<file path="config.mk">
export PLATFORM = sky130hd
export DESIGN_NAME = wdt_freq_guard
export DESIGN_NICKNAME = d
export VERILOG_FILES = /design/src/rtl/wdt_fg_pkg.sv /design/src/rtl/wdt_fg_regs.sv /design/src/rtl/wdt_fg_timer.sv /design/src/rtl/wdt_fg_ctrl.sv /design/src/rtl/wdt_freq_guard.sv
export SDC_FILE = /design/constraint.sdc
export NUM_CORES = 1
export LEC_CHECK = 0
export BUFFER_PORTS_ARGS = -buffer_cell sky130_fd_sc_hd__buf_2
export CAP_MARGIN = 15
export CORE_MARGIN = 4
export CORE_UTILIZATION = 45
export CTS_CLUSTER_DIAMETER = 100
export DETAILED_ROUTE_END_ITERATION = 12
export PLACE_DENSITY = 0.69
export SYNTH_ARGS = -nofsm -noshare
export SYNTH_HDL_FRONTEND = slang
export SYNTH_HIERARCHICAL = 1
export SYNTH_SLANG_ARGS = --single-unit
export TNS_END_PERCENT = 20
</file>
<file path="constraint.sdc">
create_clock -name clk -period 2.19 [get_ports clk]
set_clock_uncertainty 0.1 [all_clocks]
set_input_delay 0.1095 -clock clk [delete_from_list [all_inputs] [get_ports clk]]
set_output_delay 0.1095 -clock clk [all_outputs]
set_load 0.03 [all_outputs]
</file>
<file path="src/rtl/wdt_fg_pkg.sv">
package wdt_fg_pkg;

    typedef enum logic [1:0] {
        WD_IDLE  = 2'd0,
        WD_ARMED = 2'd1,
        WD_PULSE = 2'd2
    } wd_state_t;

    typedef enum logic [1:0] {
        SRC_TARGET   = 2'd0,
        SRC_FALLBACK = 2'd1,
        SRC_STRAP    = 2'd2
    } src_sel_t;

    localparam logic [1:0] SEL_IVL    = 2'd0;
    localparam logic [1:0] SEL_CTRL   = 2'd1;
    localparam logic [1:0] SEL_TARGET = 2'd2;
    localparam logic [1:0] SEL_FALLBK = 2'd3;

endpackage

</file>
<file path="src/rtl/wdt_fg_regs.sv">
module wdt_fg_regs
    import wdt_fg_pkg::*;
#(
    parameter int CODE_W = 4,
    parameter int IVL_W  = 6,
    parameter int DATA_W = 8
) (
    input  logic              clk,
    input  logic              rst_n,
    input  logic              wr_en,
    input  logic [1:0]        wr_sel,
    input  logic [DATA_W-1:0] wr_data,
    input  logic [CODE_W-1:0] strap_code,
    output logic [IVL_W-1:0]  ivl_q,
    output logic [CODE_W-1:0] target_q,
    output logic [CODE_W-1:0] fallbk_q,
    output logic [CODE_W-1:0] strap_q,
    output logic              en_wr,
    output logic              dis_wr,
    output logic              tgt_wr
);

    logic strap_taken;
    logic unused_data;

    assign unused_data = ^wr_data;

    always_comb begin
        en_wr  = wr_en && (wr_sel == SEL_CTRL) && wr_data[0];
        dis_wr = wr_en && (wr_sel == SEL_CTRL) && !wr_data[0];
        tgt_wr = wr_en && (wr_sel == SEL_TARGET);
    end

    always_ff @(posedge clk or negedge rst_n) begin
        if (!rst_n) begin
            ivl_q    <= '0;
            target_q <= '0;
            fallbk_q <= '0;
        end else if (wr_en) begin
            unique case (wr_sel)
                SEL_IVL:    ivl_q    <= wr_data[IVL_W-1:0];
                SEL_TARGET: target_q <= wr_data[CODE_W-1:0];
                SEL_FALLBK: fallbk_q <= wr_data[CODE_W-1:0];
                default:    ;
            endcase
        end
    end

    always_ff @(posedge clk or negedge rst_n) begin
        if (!rst_n) begin
            strap_taken <= 1'b0;
            strap_q     <= '0;
        end else if (!strap_taken) begin
            strap_taken <= 1'b1;
            strap_q     <= strap_code;
        end
    end


    strap_hold_chk: assert property (@(posedge clk) disable iff (!rst_n)
        strap_taken |=> $stable(strap_q));

endmodule

</file>
<file path="src/rtl/wdt_fg_timer.sv">
module wdt_fg_timer #(
    parameter int IVL_W      = 6,
    parameter int UNIT_TICKS = 1000
) (
    input  logic             clk,
    input  logic             rst_n,
    input  logic             run,
    input  logic             tick,
    input  logic [IVL_W-1:0] ivl,
    output logic             expire
);

    localparam int PRE_W = (UNIT_TICKS > 1) ? $clog2(UNIT_TICKS) : 1;
    localparam logic [PRE_W-1:0] PRE_LAST = PRE_W'(UNIT_TICKS - 1);

    logic [PRE_W-1:0] pre_cnt;
    logic [IVL_W-1:0] unit_cnt;
    logic             unit_done;

    assign unit_done = tick && (pre_cnt == PRE_LAST);
    assign expire    = run && unit_done && (unit_cnt == ivl);

    always_ff @(posedge clk or negedge rst_n) begin
        if (!rst_n) begin
            pre_cnt  <= '0;
            unit_cnt <= '0;
        end else if (!run) begin
            pre_cnt  <= '0;
            unit_cnt <= '0;
        end else if (unit_done) begin
            pre_cnt  <= '0;
            unit_cnt <= unit_cnt + 1'b1;
        end else if (tick) begin
            pre_cnt  <= pre_cnt + 1'b1;
        end
    end


    fresh_start_chk: assert property (@(posedge clk) disable iff (!rst_n)
        $rose(run) |-> (pre_cnt == '0 && unit_cnt == '0));

endmodule

</file>
<file path="src/rtl/wdt_fg_ctrl.sv">
module wdt_fg_ctrl
    import wdt_fg_pkg::*;
#(
    parameter int PULSE_TICKS = 500
) (
    input  logic      clk,
    input  logic      rst_n,
    input  logic      tick,
    input  logic      expire,
    input  logic      en_wr,
    input  logic      dis_wr,
    input  logic      tgt_wr,
    output wd_state_t state,
    output src_sel_t  src,
    output logic      run,
    output logic      wd_rst_n
);

    localparam int PW = (PULSE_TICKS > 1) ? $clog2(PULSE_TICKS) : 1;
    localparam logic [PW-1:0] PULSE_LAST = PW'(PULSE_TICKS - 1);

    wd_state_t nxt;
    logic [PW-1:0] pulse_cnt;
    logic fire;

    assign fire = (state == WD_ARMED) && !dis_wr && expire;

    always_comb begin
        nxt = state;
        unique case (state)
            WD_IDLE:  if (en_wr) nxt = WD_ARMED;
            WD_ARMED: begin
                if (dis_wr)      nxt = WD_IDLE;
                else if (expire) nxt = WD_PULSE;
            end
            WD_PULSE: if (tick && pulse_cnt == PULSE_LAST) nxt = WD_IDLE;
            default:  nxt = WD_IDLE;
        endcase
    end

    always_ff @(posedge clk or negedge rst_n) begin
        if (!rst_n) state <= WD_IDLE;
        else        state <= nxt;
    end

    always_ff @(posedge clk or negedge rst_n) begin
        if (!rst_n)                 pulse_cnt <= '0;
        else if (state != WD_PULSE) pulse_cnt <= '0;
        else if (tick)              pulse_cnt <= pulse_cnt + 1'b1;
    end

    always_ff @(posedge clk or negedge rst_n) begin
        if (!rst_n) begin
            src <= SRC_TARGET;
        end else if (fire) begin
            unique case (src)
                SRC_TARGET:   src <= SRC_FALLBACK;
                SRC_FALLBACK: src <= SRC_STRAP;
                default:      src <= SRC_STRAP;
            endcase
        end else if (state == WD_IDLE && tgt_wr) begin
            src <= SRC_TARGET;
        end
    end

    always_comb begin
        run      = (state == WD_ARMED);
        wd_rst_n = (state != WD_PULSE);
    end


    disarm_wins_chk: assert property (@(posedge clk) disable iff (!rst_n)
        (state == WD_ARMED && dis_wr) |=> (state == WD_IDLE && wd_rst_n));

    expire_pulse_chk: assert property (@(posedge clk) disable iff (!rst_n)
        (state == WD_ARMED && expire && !dis_wr) |=> !wd_rst_n);

    no_rearm_chk: assert property (@(posedge clk) disable iff (!rst_n)
        (state == WD_PULSE) |=> (state != WD_ARMED));

    release_on_tick_chk: assert property (@(posedge clk) disable iff (!rst_n)
        $rose(wd_rst_n) |-> $past(tick));

    strap_sticky_chk: assert property (@(posedge clk) disable iff (!rst_n)
        (src == SRC_STRAP && !(state == WD_IDLE && tgt_wr)) |=> (src == SRC_STRAP));

    armed_keeps_src_chk: assert property (@(posedge clk) disable iff (!rst_n)
        (state == WD_ARMED && !expire) |=> $stable(src));

endmodule

</file>
<file path="src/rtl/wdt_freq_guard.sv">
module wdt_freq_guard
    import wdt_fg_pkg::*;
#(
    parameter int CODE_W      = 4,
    parameter int IVL_W       = 6,
    parameter int UNIT_TICKS  = 1000,
    parameter int PULSE_TICKS = 500
) (
    input  logic              clk,
    input  logic              rst_n,
    input  logic              tick,
    input  logic              wr_en,
    input  logic [1:0]        wr_sel,
    input  logic [7:0]        wr_data,
    input  logic [CODE_W-1:0] strap_code,
    output logic              wd_rst_n,
    output logic [CODE_W-1:0] freq_code
);

    localparam int DATA_W = 8;

    logic [IVL_W-1:0]  ivl_q;
    logic [CODE_W-1:0] target_q, fallbk_q, strap_q;
    logic              en_wr, dis_wr, tgt_wr, expire, run;
    wd_state_t         state;
    src_sel_t          src;

    wdt_fg_regs #(.CODE_W(CODE_W), .IVL_W(IVL_W), .DATA_W(DATA_W)) regs_i (
        .clk(clk), .rst_n(rst_n), .wr_en(wr_en), .wr_sel(wr_sel),
        .wr_data(wr_data), .strap_code(strap_code), .ivl_q(ivl_q),
        .target_q(target_q), .fallbk_q(fallbk_q), .strap_q(strap_q),
        .en_wr(en_wr), .dis_wr(dis_wr), .tgt_wr(tgt_wr)
    );

    wdt_fg_timer #(.IVL_W(IVL_W), .UNIT_TICKS(UNIT_TICKS)) timer_i (
        .clk(clk), .rst_n(rst_n), .run(run), .tick(tick),
        .ivl(ivl_q), .expire(expire)
    );

    wdt_fg_ctrl #(.PULSE_TICKS(PULSE_TICKS)) ctrl_i (
        .clk(clk), .rst_n(rst_n), .tick(tick), .expire(expire),
        .en_wr(en_wr), .dis_wr(dis_wr), .tgt_wr(tgt_wr),
        .state(state), .src(src), .run(run), .wd_rst_n(wd_rst_n)
    );

    always_comb begin
        unique case (src)
            SRC_TARGET:   freq_code = target_q;
            SRC_FALLBACK: freq_code = fallbk_q;
            SRC_STRAP:    freq_code = strap_q;
            default:      freq_code = strap_q;
        endcase
    end


    pulse_src_chk: assert property (@(posedge clk) disable iff (!rst_n)
        $fell(wd_rst_n) |-> (src != SRC_TARGET));

endmodule

</file>
==> results of run 1 <==
critical path: stages (launching register included):
cell       delay [ns]
dfrtp_1          0.39
ha_1             0.23
nand2_1          0.13
nor3_4           0.21
nor4b_2          0.27
nand4bb_1        0.22
o311ai_0         0.16
o31ai_1          0.12
flip-flops by register name, indices dropped and copies added, names as in the netlist:
| register | cells |
|---|---|
| regs_i/strap_q | 4 |
| regs_i/fallbk_q | 4 |
| timer_i/pre_cnt | 10 |
| timer_i/unit_cnt | 6 |
| ctrl_i/state | 2 |
| ctrl_i/src | 2 |
| regs_i/target_q | 4 |
| regs_i/ivl_q | 6 |
| regs_i/strap_taken | 1 |
| ctrl_i/pulse_cnt | 9 |
final cells by class:
type | instances | area (um^2) | area share (%)
tap | 70 | 87.58 | 3.108
inverter | 6 | 22.52 | 0.7993
clock inverter | 1 | 7.507 | 0.2664
timing repair buffer | 38 | 262.8 | 9.325
sequential | 48 | 1201 | 42.63
clock buffer | 7 | 86.33 | 3.064
multi-input combinational | 153 | 1150 | 40.81
report_power, final:
| group | switching (mW) | internal [mW] |
|---|---|---|
| Combinational | 0.196 | 0.152 |
| Clock | 0.284 | 0.257 |
| Sequential | 0.0690 | 0.967 |
worst paths after layout:
| path | end | slack [ns] | startpoint |
|---|---|---|---|
| max | ctrl_i/src[0] | 0.25 | timer_i/pre_cnt[0] |
| max reg2reg | ctrl_i/src[0] | 0.25 | timer_i/pre_cnt[0] |
| min in group asynchronous | regs_i/target_q[3] | 0.33 | rst_n |
| max in group asynchronous | timer_i/pre_cnt[0] | 1.25 | rst_n |
| min | timer_i/pre_cnt[0] | 0.07 | tick |
| min reg2reg | regs_i/target_q[1] | 0.41 | regs_i/target_q[1] |
layer usage:
metal	share of wire [%]	vias to the layer above	track usage [%]
li1	-	833	-
met1	49	824	20.79
met2	47	15	23.65
met3	3.2	5	4.656
met4	1.3	0	4.392
met5	0	-	0
kinds of logic after synthesis:
group           after synthesis  share of synthesized area [%]
simple gates                 78                          20.82
flops                        48                          50.34
compound gates               26                          6.555
mux                          26                          11.85
xor+xnor                     19                          6.974
buf+inv                       9                          1.730
fa+ha+maj                     3                          1.573
other cells                   1                         0.1572
through the flow:
stage	instances	total power [mW]	setup slack, ns	cell area (um^2)
2_1_floorplan	210	1.263	0.1582	2386
3_3_place_gp	304	1.378	0.1640	2608
3_5_place_dp	304	1.388	0.1504	2608
4_1_cts	323	1.951	0.1157	2811
5_1_grt	323	2.034	0.09831	2818
6_report	323	1.925	0.2490	2818
synthesized netlist by cell type:
| master | n | area share, % |
|---|---|---|
| o21a_1 | 1 | 0.31 |
| nor2_2 | 1 | 0.26 |
| nand4_1 | 4 | 1.0 |
| nand4bb_1 | 1 | 0.47 |
| nand4bb_2 | 1 | 0.68 |
| nand2_1 | 16 | 2.5 |
| nor2b_1 | 1 | 0.26 |
| a21boi_0 | 1 | 0.31 |
| clkbuf_1 | 2 | 0.31 |
| and4_1 | 1 | 0.37 |
| dfrtp_1 | 48 | 50 |
| a21oi_1 | 6 | 1.3 |
| ha_1 | 3 | 1.6 |
| nor4b_1 | 2 | 0.73 |
| o311ai_0 | 1 | 0.37 |
| nor3_1 | 2 | 0.42 |
| a31oi_1 | 1 | 0.26 |
| o221ai_1 | 1 | 0.37 |
| and2b_1 | 1 | 0.31 |
| nor3b_1 | 1 | 0.31 |
| mux2_2 | 18 | 8.5 |
| xor2_1 | 10 | 3.7 |
| nor3b_4 | 1 | 0.79 |
| nor2_1 | 11 | 1.7 |
| buf_6 | 1 | 0.47 |
| o32a_1 | 1 | 0.42 |
| nand2b_1 | 4 | 1.0 |
| or4_4 | 1 | 0.47 |
| nor3_4 | 1 | 0.68 |
| or3_1 | 5 | 1.3 |
| nor4_2 | 1 | 0.52 |
| or4_1 | 1 | 0.31 |
| xnor2_1 | 9 | 3.3 |
| o21ai_0 | 7 | 1.5 |
| conb_1 | 1 | 0.16 |
| o21ai_1 | 4 | 0.84 |
| mux2i_1 | 8 | 3.4 |
| inv_1 | 6 | 0.94 |
| nand3b_1 | 1 | 0.31 |
| o31ai_1 | 3 | 0.94 |
| nor4_1 | 4 | 1.0 |
| nand3_1 | 10 | 2.1 |
| nand4_4 | 2 | 1.8 |
| and2_1 | 5 | 1.3 |
repair_timing:
item	4_1_cts	5_1_grt
resized for setup	0	1
endpoints found under the setup margin	0	2
hold buffers	11	0
endpoints found under the hold margin	64	0
==> results.json, run 1 <==
{
  "postCtsSetupBuffers": 0,
  "htreeDepth": 2,
  "setup_viol_count_final": 0,
  "nets": 273,
  "whs_ns": 0.07248,
  "vias_per_cell": 5.192,
  "start_util_pct": 46.72,
  "gp_congestion": 0.7959,
  "ant_nets": 0,
  "clkTransAtPathRegs_ns": 0.08,
  "vias": 1677,
  "finalSetupTns_ns": 0,
  "finalMaxSlewViolations": 0,
  "wirelength_um": 4443,
  "layout_common_cells": "dfrtp_1 (48), buf_2 (20), mux2_2 (18), nand2_1 (16)",
  "grt_use_total_pct": 15.28,
  "dr.pass1.iters": 4,
  "cts_buffers": 5,
  "critical_path_class": "reg2reg",
  "worstHoldPathCells": 3,
  "clock_sinks": 48,
  "drcViolationCount": 0,
  "netlist_instances": 210,
  "rsz0062_at_grt": "false",
  "tightest_slew_ns": 0.5915,
  "hold_violations": 0,
  "required_ns": 2.26,
  "p_leak_nw": 1.203,
  "coreArea_um2": 5107,
  "ys_warn_count": 6,
  "min_period_over_period_pct": 88.63,
  "drtIter0Drc": 62,
  "cts_tree": "done",
  "dp_hpwl_um": 3111,
  "die_x_um": 80.82,
  "port_buffers": 20,
  "grt_pass1_wl_um": 7748,
  "crit_path_end_kind": "flop",
  "clock_path_buffers": 2,
  "fin_util_pct": 55.17,
  "die_area_um2": 6531,
  "antenna_cells": 0,
  "power_density_nw_per_um2": 683.1,
  "first_global_vias": 1622,
  "fmax_mhz": 515.2,
  "r2r_cells": 7,
  "root_buffer": "clkbuf_8",
  "detail_route.wl_per_cell_um": 13.76,
  "synth-seq-area-share_pct": 50.34,
  "relSlewSlack_pct": 60.57,
  "worstHoldPathType": "in2reg",
  "irDropWorstVdd_mv": 0.3303,
  "overflow": 0,
  "synth.avg_cell_area_um2": 11.36,
  "grt_max_degree": 49,
  "critPathArrivalTime_ns": 2.01,
  "fp-row-count": 26,
  "maxCapViolations": 0,
  "ys_seq_elements": 48,
  "syn_to_final_growth_pct": 18.09,
  "ios": 23,
  "cp-start-kind": "flop",
  "clkLatencyLatePin_ns": 0.30,
  "nFillCells": 462,
  "antenna_found_initial": 0,
  "status": "complete, no violations",
  "ys_types": 44,
  "netlist_area_um2": 2386,
  "syn_nets": 231,
  "cp_max_fo": 4,
  "drive_gt1_share_pct": 24.11,
  "final_common_cell": "dfrtp_1",
  "period_needed_ns": 1.941,
  "dieHeight_um": 80.82
}
No activity file was read; power rests on OpenSTA's default activity.
==> run 2, diff against run 1 <==
--- a/config.mk
+++ b/config.mk
@@ -7,11 +7,9 @@
 export LEC_CHECK = 0
 export BUFFER_PORTS_ARGS = -buffer_cell sky130_fd_sc_hd__buf_2
 export CAP_MARGIN = 15
-export CORE_MARGIN = 4
 export CORE_UTILIZATION = 45
 export CTS_CLUSTER_DIAMETER = 100
 export DETAILED_ROUTE_END_ITERATION = 12
-export PLACE_DENSITY = 0.69
 export SYNTH_ARGS = -nofsm -noshare
 export SYNTH_HDL_FRONTEND = slang
 export SYNTH_HIERARCHICAL = 1
==> run 2 against run 1 <==
  * Global-route usage is 1.6 points higher
  * Final area increased by 1.1%
  * Critical endpoint unchanged
  * Clock power is 24% higher
  * Sequential share of layout area shrank 0.45 points
==> results.json, run 2 (synthesis results as in run 1) <==
{
  "status": "complete, no violations",
  "wirelength_um": 4293,
  "power_density_nw_per_um2": 721.2,
  "grt_pass1_wl_um": 7107,
  "drcViolationCount": 0,
  "drive_gt1_share_pct": 24.60,
  "start_util_pct": 46.72,
  "htreeDepth": 2,
  "worstHoldPathType": "in2reg",
  "critical_path_class": "reg2reg",
  "fmax_mhz": 503.6,
  "cp-start-kind": "flop",
  "timing.rr.end": "ctrl_i/src[0]",
  "clock_path_buffers": 2,
  "setup_viol_count_final": 0,
  "nets": 272,
  "port_buffers": 20,
  "vias_per_cell": 5.158,
  "clkTransAtPathRegs_ns": 0.09,
  "finalSetupTns_ns": 0,
  "fp-row-count": 26,
  "ant_nets": 0,
  "hold_violations": 0,
  "layout_common_cells": "dfrtp_1 (48), buf_2 (20), mux2_2 (18), nand2_1 (16), nor2_1 (11)",
  "maxCapViolations": 0,
  "p_seq_share_pct": 50.4,
  "die_area_um2": 5597,
  "critPathArrivalTime_ns": 2.06,
  "worstHoldPathCells": 2,
  "switchingPower_mw": 0.5607,
  "combPwrFrac_pct": 16.8,
  "switching_share_pct": 27.30,
  "intPower_mw": 1.493,
  "clock_sinks": 48,
  "reg_top3": "timer_i/pre_cnt: 10 flops, ctrl_i/pulse_cnt: 9 flops",
  "required_ns": 2.27,
  "cts_buffers": 5,
  "dp_hpwl_um": 2994,
  "crit_path_start": "timer_i/pre_cnt[0]",
  "final_common_cell": "dfrtp_1",
  "min-delay-start": "wr_data[0]",
  "largest_reg_flops": 10,
  "coreArea_um2": 5107,
  "finalWorstSetupSlack_ns": 0.2044,
  "first_global_vias": 1579,
  "clock_power_share_pct": 32.8,
  "grt_max_degree": 49,
  "cts_tree": "done",
  "die_x_um": 74.82,
  "irDropWorstVdd_mv": 0.3026,
  "antenna_cells": 0,
  "dr.pass1.iters": 4,
  "overflow": 0,
  "antenna_found_initial": 0,
  "nFillCells": 466,
  "grt_use_total_pct": 16.87,
  "period_needed_ns": 1.986,
  "r2r_setup_slack_ns": 0.20,
  "r2r_start": "timer_i/pre_cnt[0]",
  "detail_route.wl_per_cell_um": 13.33,
  "min_period_over_period_pct": 90.67,
  "rsz0062_at_grt": "false",
  "clkLatencyLatePin_ns": 0.30,
  "fin_util_pct": 55.76,
  "min_to": "regs_i/ivl_q[0]",
  "ios": 23,
  "gp_congestion": 0.7267,
  "p_leak_nw": 1.220,
  "r2r_cells": 7,
  "root_buffer": "clkbuf_8",
  "cp_max_fo": 4,
  "crit_path_end_kind": "flop",
  "syn_to_final_growth_pct": 19.35,
  "place_ws_ns": 0.07921,
  "drtIter0Drc": 102,
  "fin_total_pwr_mw": 2.054,
  "postCtsSetupBuffers": 0,
  "largest-register": "timer_i/pre_cnt",
  "dieHeight_um": 74.82,
  "vias": 1661,
  "finalMaxSlewViolations": 0
}
-- run 2: cell types whose count changed in the layout (fill, tap and decap cells not counted) --
cell	previous run	this run
buf_12	0	1
buf_4	7	6
bufinv_16	0	1
clkbuf_1	1	0
clkinv_4	0	1
clkinvlp_4	1	0
dlygate4sd3_1	11	10
-- run 2: worst max-delay path by stage --
stage / slack [ns] / end / cells after the start
final: 0.20 / ctrl_i/src[0] / 7
after global routing: 0.01 / ctrl_i/src[0] / 7
after CTS: 0.06 / ctrl_i/src[0] / 7
after detailed placement: 0.08 / ctrl_i/src[0] / 7
after global placement: 0.18 / ctrl_i/src[0] / 7
after floorplan: 0.16 / ctrl_i/src[0] / 7
-- run 2: timing repair --
action / CTS / global route
resized for setup: 0 / 1
hold buffers: 10 / 0
endpoints found under the hold margin: 63 / 0
setup endpoints to repair: 0 / 2
-- run 2: power groups by stage --
stage	registers [mW]	logic [mW]	clock network, mW
floorplan	1.04	0.227	0
global placement	1.05	0.332	0
detailed placement	1.05	0.337	0
CTS	1.03	0.352	0.702
global route	1.05	0.383	0.734
finish	1.04	0.345	0.673
-- run 2: routing by layer --
layer	global-route usage, %	routed length [um]
met1	21.88	2155
met5	0	0
met4	5.241	52
met2	27.63	1970
met3	4.552	115
-- run 2: cell type report --
class	instances	area [um^2]	area share (%)
Clock buffer	6	82.58	2.900
Clock inverter	2	38.79	1.362
Inverter	6	22.52	0.7909
Multi-Input combinational cell	153	1150	40.38
Sequential cell	48	1201	42.18
Tap cell	70	87.58	3.076
Timing Repair Buffer	37	265.3	9.315
-- run 2: through the flow --
stage	std cells	hold WS, ns	area [um^2]
2_1_floorplan	210	-0.2861	2386
3_3_place_gp	304	0.01620	2620
3_5_place_dp	304	0.01747	2620
4_1_cts	322	0.01375	2841
5_1_grt	322	0.02803	2848
6_report	322	0.02416	2848
-- run 2: worst max-delay path, stage by stage, from the launching register on --
cell and delay, ns:
dfrtp_1 0.39, ha_1 0.23, nand2_1 0.12, nor3_4 0.23, nor4b_2 0.28, nand4bb_1 0.23, o311ai_0 0.17, o31ai_1 0.12
